[src/rtl/nvsram_ctrl.sv]
module nvsram_ctrl #(
  parameter int ADDR_W = 17,
  parameter int LA_W   = 24
) (
  input  logic              clk,
  input  logic              rst_n,
  input  logic              vcc_ok,
  input  logic              vcc_above_sw,
  input  logic              ce_n,
  input  logic              we_n,
  input  logic              oe_n,
  input  logic [ADDR_W-1:0] addr,
  input  logic              hsb_n,
  input  logic              sw_store,
  input  logic              sw_recall,
  input  logic              sw_pf_on,
  input  logic              sw_pf_off,
  input  logic              arr_done,
  output logic              arr_store,
  output logic              arr_clear,
  output logic              arr_copy,
  output logic              busy,
  output logic              sram_sel,
  output logic              sram_we,
  output logic              dq_oe,
  output logic [LA_W-1:0]   last_wr_addr
);

  localparam int PAD_W = LA_W - ADDR_W;

  typedef enum logic [1:0] {T_IDLE, T_STORE, T_CLEAR, T_COPY} xfer_t;

  xfer_t             st;
  logic              vok_q, vsw_q, hsb_q, ce_armed, pf_en, wr_q;
  logic [ADDR_W-1:0] wr_addr_q;
  logic              idle, live, st_trig, rc_trig, wr_done;

  assign idle     = (st == T_IDLE);
  assign live     = vcc_ok && idle;
  assign busy     = !idle;
  assign arr_store = (st == T_STORE);
  assign arr_clear = (st == T_CLEAR);
  assign arr_copy  = (st == T_COPY);

  assign sram_sel = live && ce_armed && !ce_n;
  assign sram_we  = sram_sel && !we_n;
  assign dq_oe    = sram_sel && we_n && !oe_n;

  assign st_trig = live && (sw_store || (hsb_q && !hsb_n) ||
                            (pf_en && vsw_q && !vcc_above_sw));
  assign rc_trig = live && (sw_recall || !vok_q || (!vsw_q && vcc_above_sw));
  assign wr_done = live && wr_q && (we_n || ce_n);

  always_ff @(posedge clk or negedge rst_n) begin
    if (!rst_n) begin
      vok_q <= 1'b0;
      vsw_q <= 1'b0;
      hsb_q <= 1'b1;
    end else begin
      vok_q <= vcc_ok;
      vsw_q <= vcc_above_sw;
      hsb_q <= hsb_n;
    end
  end

  always_ff @(posedge clk or negedge rst_n) begin
    if (!rst_n) begin
      st <= T_IDLE;
    end else if (!vcc_ok) begin
      st <= T_IDLE;
    end else begin
      case (st)
        T_IDLE:  if (st_trig) st <= T_STORE;
                 else if (rc_trig) st <= T_CLEAR;
        T_STORE: if (arr_done) st <= T_IDLE;
        T_CLEAR: if (arr_done) st <= T_COPY;
        default: if (arr_done) st <= T_IDLE;
      endcase
    end
  end

  always_ff @(posedge clk or negedge rst_n) begin
    if (!rst_n) begin
      ce_armed <= 1'b0;
      pf_en    <= 1'b1;
    end else if (!vcc_ok) begin
      ce_armed <= 1'b0;
    end else begin
      if (ce_n) ce_armed <= 1'b1;
      if (idle) begin
        if (sw_pf_off)     pf_en <= 1'b0;
        else if (sw_pf_on) pf_en <= 1'b1;
      end
    end
  end

  always_ff @(posedge clk or negedge rst_n) begin
    if (!rst_n) begin
      wr_q         <= 1'b0;
      wr_addr_q    <= '0;
      last_wr_addr <= '0;
    end else begin
      wr_q <= sram_we;
      if (sram_we) wr_addr_q <= addr;
      if (wr_done) last_wr_addr <= {{PAD_W{1'b0}}, wr_addr_q};
    end
  end

  AST_NO_IO_WHEN_BUSY: assert property (@(posedge clk) disable iff (!rst_n)
    busy |-> !sram_we && !dq_oe);
  AST_ONE_STROBE: assert property (@(posedge clk) disable iff (!rst_n)
    $onehot0({arr_store, arr_clear, arr_copy}));
  AST_CLEAR_THEN_COPY: assert property (@(posedge clk) disable iff (!rst_n)
    vcc_ok && arr_clear && arr_done |=> arr_copy);
  AST_BUSY_HOLDS: assert property (@(posedge clk) disable iff (!rst_n)
    vcc_ok && busy && !arr_done |=> busy);
  AST_POR_QUIET: assert property (@(posedge clk) disable iff (!rst_n)
    !vcc_ok |-> !sram_we && !dq_oe);
  AST_STORE_FIRST: assert property (@(posedge clk) disable iff (!rst_n)
    vcc_ok && !busy && sw_store |=> arr_store);
  AST_BUSY_BLOCKS_LOG: assert property (@(posedge clk) disable iff (!rst_n)
    busy && $past(busy) |-> $stable(last_wr_addr));

endmodule

[config.mk]
export PLATFORM = sky130hd
export DESIGN_NAME = nvsram_ctrl
export DESIGN_NICKNAME = d
export VERILOG_FILES = /design/src/rtl/nvsram_ctrl.sv
export SDC_FILE = /design/constraint.sdc
export NUM_CORES = 1
export LEC_CHECK = 0
export BUFFER_PORTS_ARGS = -buffer_cell sky130_fd_sc_hd__buf_4
export CAP_MARGIN = 0
export CORE_AREA = 2 2 60 62
export CTS_BUF_LIST = sky130_fd_sc_hd__clkbuf_4
export CTS_CLUSTER_SIZE = 30
export DETAILED_ROUTE_END_ITERATION = 16
export DIE_AREA = 0 0 62 64
export GPL_ROUTABILITY_DRIVEN = 1
export GPL_TIMING_DRIVEN = 0
export PLACE_DENSITY_LB_ADDON = 0.05
export SETUP_SLACK_MARGIN = 0.3
export SYNTH_ARGS = -nofsm -noshare
export SYNTH_HDL_FRONTEND = slang
export SYNTH_SLANG_ARGS = --single-unit
[constraint.sdc]
create_clock -name clk -period 3.01 [get_ports clk]
set_input_delay 0.4515 -clock clk [delete_from_list [all_inputs] [get_ports clk]]
set_output_delay 0.4515 -clock clk [all_outputs]
set_load 0.05 [all_outputs]
==> summary.md, run 1 <==
| Metric | Value |
|---|---|
| Status | `completed` |
| Clock-pin slew on the worst setup and hold paths | `120 ps` |
| Final setup violation count | `0` |
| First-pass GRT wire length | `4.94 mm` |
| First-pass iteration count of the detailed router | `4` |
| Sequential element share of the synthesized area | `0.596` |
| Cell count after synthesis | `116` |
| Synth Cell Area | `between 1500 and 2000 um^2` |
| RSZ-0062 raised after global routing | `no` |
| # DRC | `0` |
| Initial core utilization | `0.538` |
| Crit path buffers/inverters | `3` |
| Port buffer count | `53` |
| H-Tree Depth | `2` |
| Clock sinks | `42` |
| Comb pwr share | `0.305` |
| Synth warn | `0` |
| Worst Max-Slew Pin Slew | `515 ps` |
| Leakage | `0.00121 uW` |
| #FFs+latches synth | `42` |
| CP max stage cell | `dfrtp_1` |
| ANT nets after route | `0` |
| Placed instance area | `about 2200 um^2` |
| I/O Pins | `between 60 and 70` |
| CP top delay family | `simple AND/OR/NAND/NOR gates` |
| Switching Fraction | `0.333` |
| Slew headroom | `0.657` |
| Sum Neg Setup Slack | `0 ps` |
| Multi-input logic area | `around 600 um^2` |
| Core Region | `3280 um^2` |
| Global route overflow | `0` |
| Vias | `1,104` |
| P_sw | `486 uW` |
| Layout cell share with drive strength beyond 1 | `0.615` |
| Pwr Total | `1460 uW` |
| Layout Cell Area excl Fill | `2290 um^2` |
| Final Util | `0.698` |
| Clock skew | `17.8 ps` |
| Final period util | `0.772` |
| Clock share of power | `0.173` |
| Clock latency at the later pin of the worst-skew pair | `340 ps` |
| WS Path Type | `flop to output pin` |
| Filler cells | `265` |
| Largest net degree at the start of global routing | `43` |
| Sequential power share | `0.522` |
| Number of buffers created by CTS | `5` |
| Vias in the first global route | `1,125` |
| DIE WIDTH | `62 um` |
| CTS resizes | `0` |
| Power Density | `636 nW/um^2` |
| Max Cap Viol | `0` |
| Max incr delay on CP | `470 ps` |
| Most common cell after layout, fill and taps aside | `buf_4` |
| Crit. End Element | `output pin` |
| Fin nets | `about 210` |
| Setup Fix Bufs, Post-CTS | `0` |
| Sequential cell area | `between 1000 and 1500 um^2` |
| Final min period | `2320 ps` |
| Wire per inst | `13.2 um` |
| CP Cell Sequence | `nor3b_4 > nand3_4 > buf_6 > inv_1 > buf_4` |
| Max-slew violations | `0` |
| FP Rows | `21` |
| Mean number of vias per cell | `~4.8` |
| Root buffer cell | `clkbuf_4` |
| Most frequent cells in the layout | `60 x buf_4, 40 x dfrtp_1, 24 x mux2_2, 10 x mux2_4` |
| Startpoint Class | `flop` |
| Clock Tree Buf Depth | `2` |
| GRT Util Overall | `0.170` |
| Hold Vio Cnt, Final | `0` |
| Die height | `approximately 64 um` |
| Cts hold-fix bufs | `0` |
| Peak supply drop | `approximately 0.37 mV` |
| WP data required | `~2600 ps` |
| DR iter-0 viols | `53` |
| Pint | `roughly 970 uW` |
| Fmax | `approximately 0.43 GHz` |
| Mean area per synthesized cell | `around 15 um^2` |
| Antenna diodes | `0` |
| Final HPWL DP | `2.24 mm` |
| Count of cell types in the netlist | `27` |
| Die area | `just under 4000 um^2` |
| Area growth syn-to-layout | `29.7%` |
| Arr. time, crit path | `between 1500 and 2000 ps` |
| GP Congestion | `about 0.65` |
| Detailed Route WL | `3.01 mm` |
| HP Class | `primary input to async pin` |
| Initial antenna violation count | `0` |
| CTS tree | `done` |
| Worst-path fanout max | `10` |
## power by group through the flow
stage	clock network, uW	registers [uW]	logic, uW
6_report	252	761	445
2_1_floorplan	0	865	210
3_5_place_dp	0	775	449
5_1_grt	285	776	474
4_1_cts	261	763	451
3_3_place_gp	0	761	438
## cell type report
class	instances	area share
clock buffers	5	0.0164
repair buffers	53	0.173
multi-input cells	63	0.268
plain buffers	10	0.0415
well taps	46	0.0251
flip-flops and latches	42	0.459
inverters	7	0.0115
clock inverters	2	0.00436
## state kept, by name, summed over array words and instances, names as in the netlist
register      count
hsb_q             1
vok_q             1
wr_addr_q        17
vsw_q             1
last_wr_addr     17
pf_en             1
wr_q              1
st                2
ce_armed          1
## logic make-up (layout without fill, tap and decap cells)
| kind of cell | after synthesis | after routing | synth area share |
|---|---|---|---|
| compound gates | 8 | 8 | 0.0326 |
| mux | 34 | 34 | 0.238 |
| flops | 42 | 42 | 0.596 |
| other cells | 1 | 7 | 0.00212 |
| buf+inv | 17 | 77 | 0.0687 |
| simple gates | 14 | 14 | 0.0630 |
## path summary, 6_finish.rpt
kind,from,end,slack (ps),cells past startpoint
max in group asynchronous,rst_n,last_wr_addr[5]$_DFFE_PN0P_,2570,1
hold reg to reg,wr_addr_q[0]$_DFFE_PN0P_,last_wr_addr[0]$_DFFE_PN0P_,500,1
min in group clk,hsb_n,hsb_q$_DFF_PN1_,210,1
hold / removal,rst_n,last_wr_addr[12]$_DFFE_PN0P_,70,1
setup reg to reg,st[0]$_DFFE_PN0P_,last_wr_addr[7]$_DFFE_PN0P_,1210,5
setup / recovery,st[0]$_DFFE_PN0P_,sram_we,690,5
## metrics by stage
stage,setup slack [ps],hold slack (ps),instances
after floorplan,533,156,122
after global placement,969,449,221
after detailed placement,942,465,221
after CTS,645,81.6,228
after global routing,552,85.6,228
final,687,67.3,228
## per-layer routing
| layer | GRT usage | part of all wire | wire length, um | vias up |
|---|---|---|---|---|
| met4 | 0.0638 | 0.013 | 40 | 0 |
| met2 | 0.288 | 0.53 | 1600 | 37 |
| met3 | 0.0486 | 0.064 | 192 | 5 |
| met5 | 0 | 0 | 0 | - |
| met1 | 0.199 | 0.39 | 1180 | 548 |
| li1 | - | - | - | 514 |
## cell usage after synthesis, drive strengths merged
| cell | number | share of area |
|---|---|---|
| a21oi | 2 | 0.0057 |
| nor2b | 2 | 0.0071 |
| o311ai | 1 | 0.0050 |
| o21ai | 1 | 0.0028 |
| nor2 | 2 | 0.0042 |
| and2 | 1 | 0.0035 |
| nor3b | 2 | 0.015 |
| o21a | 1 | 0.0042 |
| or2 | 1 | 0.0035 |
| conb | 1 | 0.0021 |
| a211o | 1 | 0.0057 |
| and3b | 1 | 0.0050 |
| buf | 10 | 0.054 |
| dfrtp | 40 | 0.57 |
| inv | 7 | 0.015 |
| o211ai | 1 | 0.0042 |
| and3 | 2 | 0.0085 |
| nand3b | 1 | 0.0042 |
| mux2 | 34 | 0.24 |
| nand2 | 1 | 0.0021 |
| dfstp | 2 | 0.030 |
| nand3 | 1 | 0.0099 |
| o221ai | 1 | 0.0050 |
## worst register-to-register path: stages, from the launching register on
cell and delay [ps]:
dfrtp_1 470, nor3b_4 380, and3b_1 230, buf_6 150, buf_12 150, mux2_4 300
Note: power is estimated with default switching activity, not from simulation.
==> run 2, diff against run 1 <==
--- a/config.mk
+++ b/config.mk
@@ -5,13 +5,14 @@
 export SDC_FILE = /design/constraint.sdc
 export NUM_CORES = 1
 export LEC_CHECK = 0
+export ABC_AREA = 1
 export BUFFER_PORTS_ARGS = -buffer_cell sky130_fd_sc_hd__buf_4
 export CAP_MARGIN = 0
-export CORE_AREA = 2 2 60 62
+export CORE_AREA = 2 2 63 65
 export CTS_BUF_LIST = sky130_fd_sc_hd__clkbuf_4
 export CTS_CLUSTER_SIZE = 30
 export DETAILED_ROUTE_END_ITERATION = 16
-export DIE_AREA = 0 0 62 64
+export DIE_AREA = 0 0 65 67
 export GPL_ROUTABILITY_DRIVEN = 1
 export GPL_TIMING_DRIVEN = 0
 export PLACE_DENSITY_LB_ADDON = 0.05
==> constraint.sdc (replaced) <==
create_clock -name clk -period 2.3 [get_ports clk]
set_input_delay 0.345 -clock clk [delete_from_list [all_inputs] [get_ports clk]]
set_output_delay 0.345 -clock clk [all_outputs]
set_load 0.05 [all_outputs]
==> summary.md, run 2 <==
| Metric | Value |
|---|---|
| Peak supply drop | `0.628 mV` |
| Hold endpoint | `hsb_q$_DFF_PN1_` |
| First-pass GRT wire length | `5.83 mm` |
| Hold slack | `about 110 ps` |
| Clock-pin slew on the worst setup and hold paths | `around 120 ps` |
| Reg2reg start | `st[1]$_DFFE_PN0P_` |
| WP data required | `approximately 2000 ps` |
| #FFs+latches synth | `42` |
| Most frequent cells in the layout | `63 x buf_4, 46 x nand2_1, 40 x dfrtp_1, 26 x inv_1, 18 x o21ai_0` |
| Leading area contributor after synthesis | `dfrtp_1` |
| Pint | `1560 uW` |
| GRT Util Overall | `0.183` |
| Initial core utilization | `0.503` |
| Min setup slack post-route | `417 ps` |
| Cell with the most instances after synthesis | `nand2_1` |
| Number of buffers created by CTS | `5` |
| Port buffer count | `53` |
| Hold depth | `1` |
| Hold path start | `hsb_n` |
| Cell count after synthesis | `189` |
| # DRC | `0` |
| ANT nets after route | `0` |
| Crit. End Element | `output pin` |
| Layout cell share with drive strength beyond 1 | `0.393` |
| FP Rows | `22` |
| GP Congestion | `0.794` |
| M3 GR Usage | `0.0693` |
| Worst Max-Slew Pin Slew | `509 ps` |
| Antenna diodes | `0` |
| Setup slack, reg-to-reg | `900 ps` |
| Startpoint Class | `flop` |
| EDFF count, synth | `0` |
| Fmax | `around 0.53 GHz` |
| CTS tree | `done` |
| Async S/R FF share, synth | `1.00` |
| Top cells by count, synth | `46 x nand2_1, 40 x dfrtp_1, 26 x inv_1, 18 x o21ai_0, 13 x nor2_1` |
| Switching Fraction | `0.423` |
| Comb pwr share | `0.454` |
| Clock Tree Buf Depth | `2` |
| Power Density | `1120 nW/um^2` |
| Reg-to-Reg End | `wr_addr_q[16]$_DFFE_PN0P_` |
| Synth Cell Area | `1810 um^2` |
| Global route overflow | `0` |
| P_sw | `around 1100 uW` |
| Top_reg_cell synth | `dfrtp_1` |
| GRT met1 Usage | `0.251` |
| Yosys top cell area share | `0.552` |
| Crit. Startpoint | `st[1]$_DFFE_PN0P_` |
| Most common cell after layout, fill and taps aside | `buf_4` |
| First-pass iteration count of the detailed router | `8` |
| Hold Vio Cnt, Final | `0` |
| Final min period | `1880 ps` |
| Die area | `between 4000 and 5000 um^2` |
| Registers with the most flip-flops | `last_wr_addr: 17 flops, wr_addr_q: 17 flops, st: 2 flops` |
| GRT met2 Usage | `0.267` |
| Count of cell types in the netlist | `22` |
| R2R cell count | `9` |
| Slew headroom | `0.661` |
| Clock sinks | `42` |
| DIE WIDTH | `65 um` |
| Vias in the first global route | `between 1,000 and 1,500` |
| Status | `completed` |
| Sum Neg Setup Slack | `0 ps` |
| Clock skew | `4.99 ps` |
| Initial antenna violation count | `0` |
| Synth area leaders | `dfrtp_1 55%, nand2_1 9.5%, o21ai_2 5.8%, inv_1 5.4%, o21ai_0 5.0%` |
| Final setup violation count | `0` |
| Core Region | `3610 um^2` |
| Arr. time, crit path | `~1500 ps` |
| Clock share of power | `0.129` |
| Root buffer cell | `clkbuf_4` |
| RSZ-0062 raised after global routing | `no` |
| Fin nets | `just under 300` |
| Max Cap Viol | `0` |
| Gr busiest metal | `met2` |
| Wire per inst | `roughly 11 um` |
| H-Tree Depth | `2` |
| Max-slew violations | `0` |
| Largest net degree at the start of global routing | `43` |
| Final period util | `0.819` |
| Area growth syn-to-layout | `33.3%` |
| Sequential power share | `0.417` |
| Sequential element share of the synthesized area | `0.581` |
| Synth warn | `0` |
| I/O Pins | `a little over 60` |
| HP Class | `primary input to flop` |
| Die height | `between 60 and 70 um` |
| Final HPWL DP | `2.44 mm` |
| Worst-path fanout max | `4` |
| Clock latency at the later pin of the worst-skew pair | `340 ps` |
| Vias | `1,397` |
| Pre-CTS setup slack | `about 550 ps` |
| Detailed Route WL | `3.47 mm` |
| Mean number of vias per cell | `4.51` |
| Leakage | `0.00128 uW` |
| WS Path Type | `flop to output pin` |
| DR iter-0 viols | `60` |
| Mean area per synthesized cell | `9.59 um^2` |
[run 2: changes by cell type after synthesis, sizes merged, moves of 2 or more]
cell | before | now
nand2 | 1 | 49
mux2 | 34 | 0
o21ai | 1 | 35
inv | 7 | 29
nor2 | 2 | 13
buf | 10 | 13
and3 | 2 | 0
nor2b | 2 | 0
nor3b | 2 | 0
[run 2: kinds of logic after synthesis]
group,after synthesis,synth area share
AOI/OAI and AO/OA,38,0.140
DFF,42,0.581
and+or+nand+nor,65,0.154
other,1,0.00207
buffers and inverters,43,0.123
[run 2: timing repair]
item                                   in CTS  in global routing
gates resized for setup                     4                  1
setup buffers                               4                  1
hold buffers                                1                  0
setup endpoints to repair                   1                  2
gates cloned                                0                  0
pin swaps                                   1                  1
endpoints found under the hold margin      40                  0
[run 2: layer usage]
| metal | vias up | wire length [um] |
|---|---|---|
| li1 | 708 | - |
| met1 | 638 | 1630 |
| met2 | 46 | 1560 |
| met3 | 5 | 247 |
| met4 | 0 | 35 |
| met5 | - | 0 |
[run 2: power by group through the flow]
stage | sequential (uW) | clock, uW | combinational (uW)
CTS | 1130 | 361 | 1230
global placement | 1150 | 0 | 1180
finish | 1130 | 350 | 1230
global route | 1160 | 405 | 1330
floorplan | 1500 | 0 | 495
detailed placement | 1150 | 0 | 1200
[run 2: cell type report]
class                           count  area, um^2
Timing Repair Buffer               59         457
Clock buffer                        6        45.0
Inverter                           30         118
Fill cell                         333        1190
Clock inverter                      2        8.76
Buffer                             13         114
Sequential cell                    42        1050
Tap cell                           48        60.1
Multi-Input combinational cell    110         562
[run 2: worst max-delay path by stage]
stage | slack (ps) | cells past startpoint | end
global route | 310 | 7 | sram_we
detailed placement | 550 | 7 | sram_we
CTS | 310 | 7 | dq_oe
global placement | 570 | 7 | sram_we
finish | 420 | 7 | dq_oe
floorplan | 340 | 5 | dq_oe
[run 2: critical path, cell delays in order, from the launching register on]
cell	delay, ps
dfrtp_1	420
inv_2	90
nand3_4	100
nor3_4	140
buf_4	140
nand2_1	60
nor2_2	90
buf_6	160
[run 2: metrics by stage]
stage / instances / instance area, um^2 / power, uW / utilization
2_1_floorplan: 195 / 1840 / 2000 / -
3_3_place_gp: 296 / 2300 / 2330 / 0.637
3_5_place_dp: 296 / 2300 / 2350 / 0.637
4_1_cts: 309 / 2410 / 2720 / 0.667
5_1_grt: 310 / 2420 / 2890 / 0.670
6_report: 310 / 2420 / 2710 / 0.670
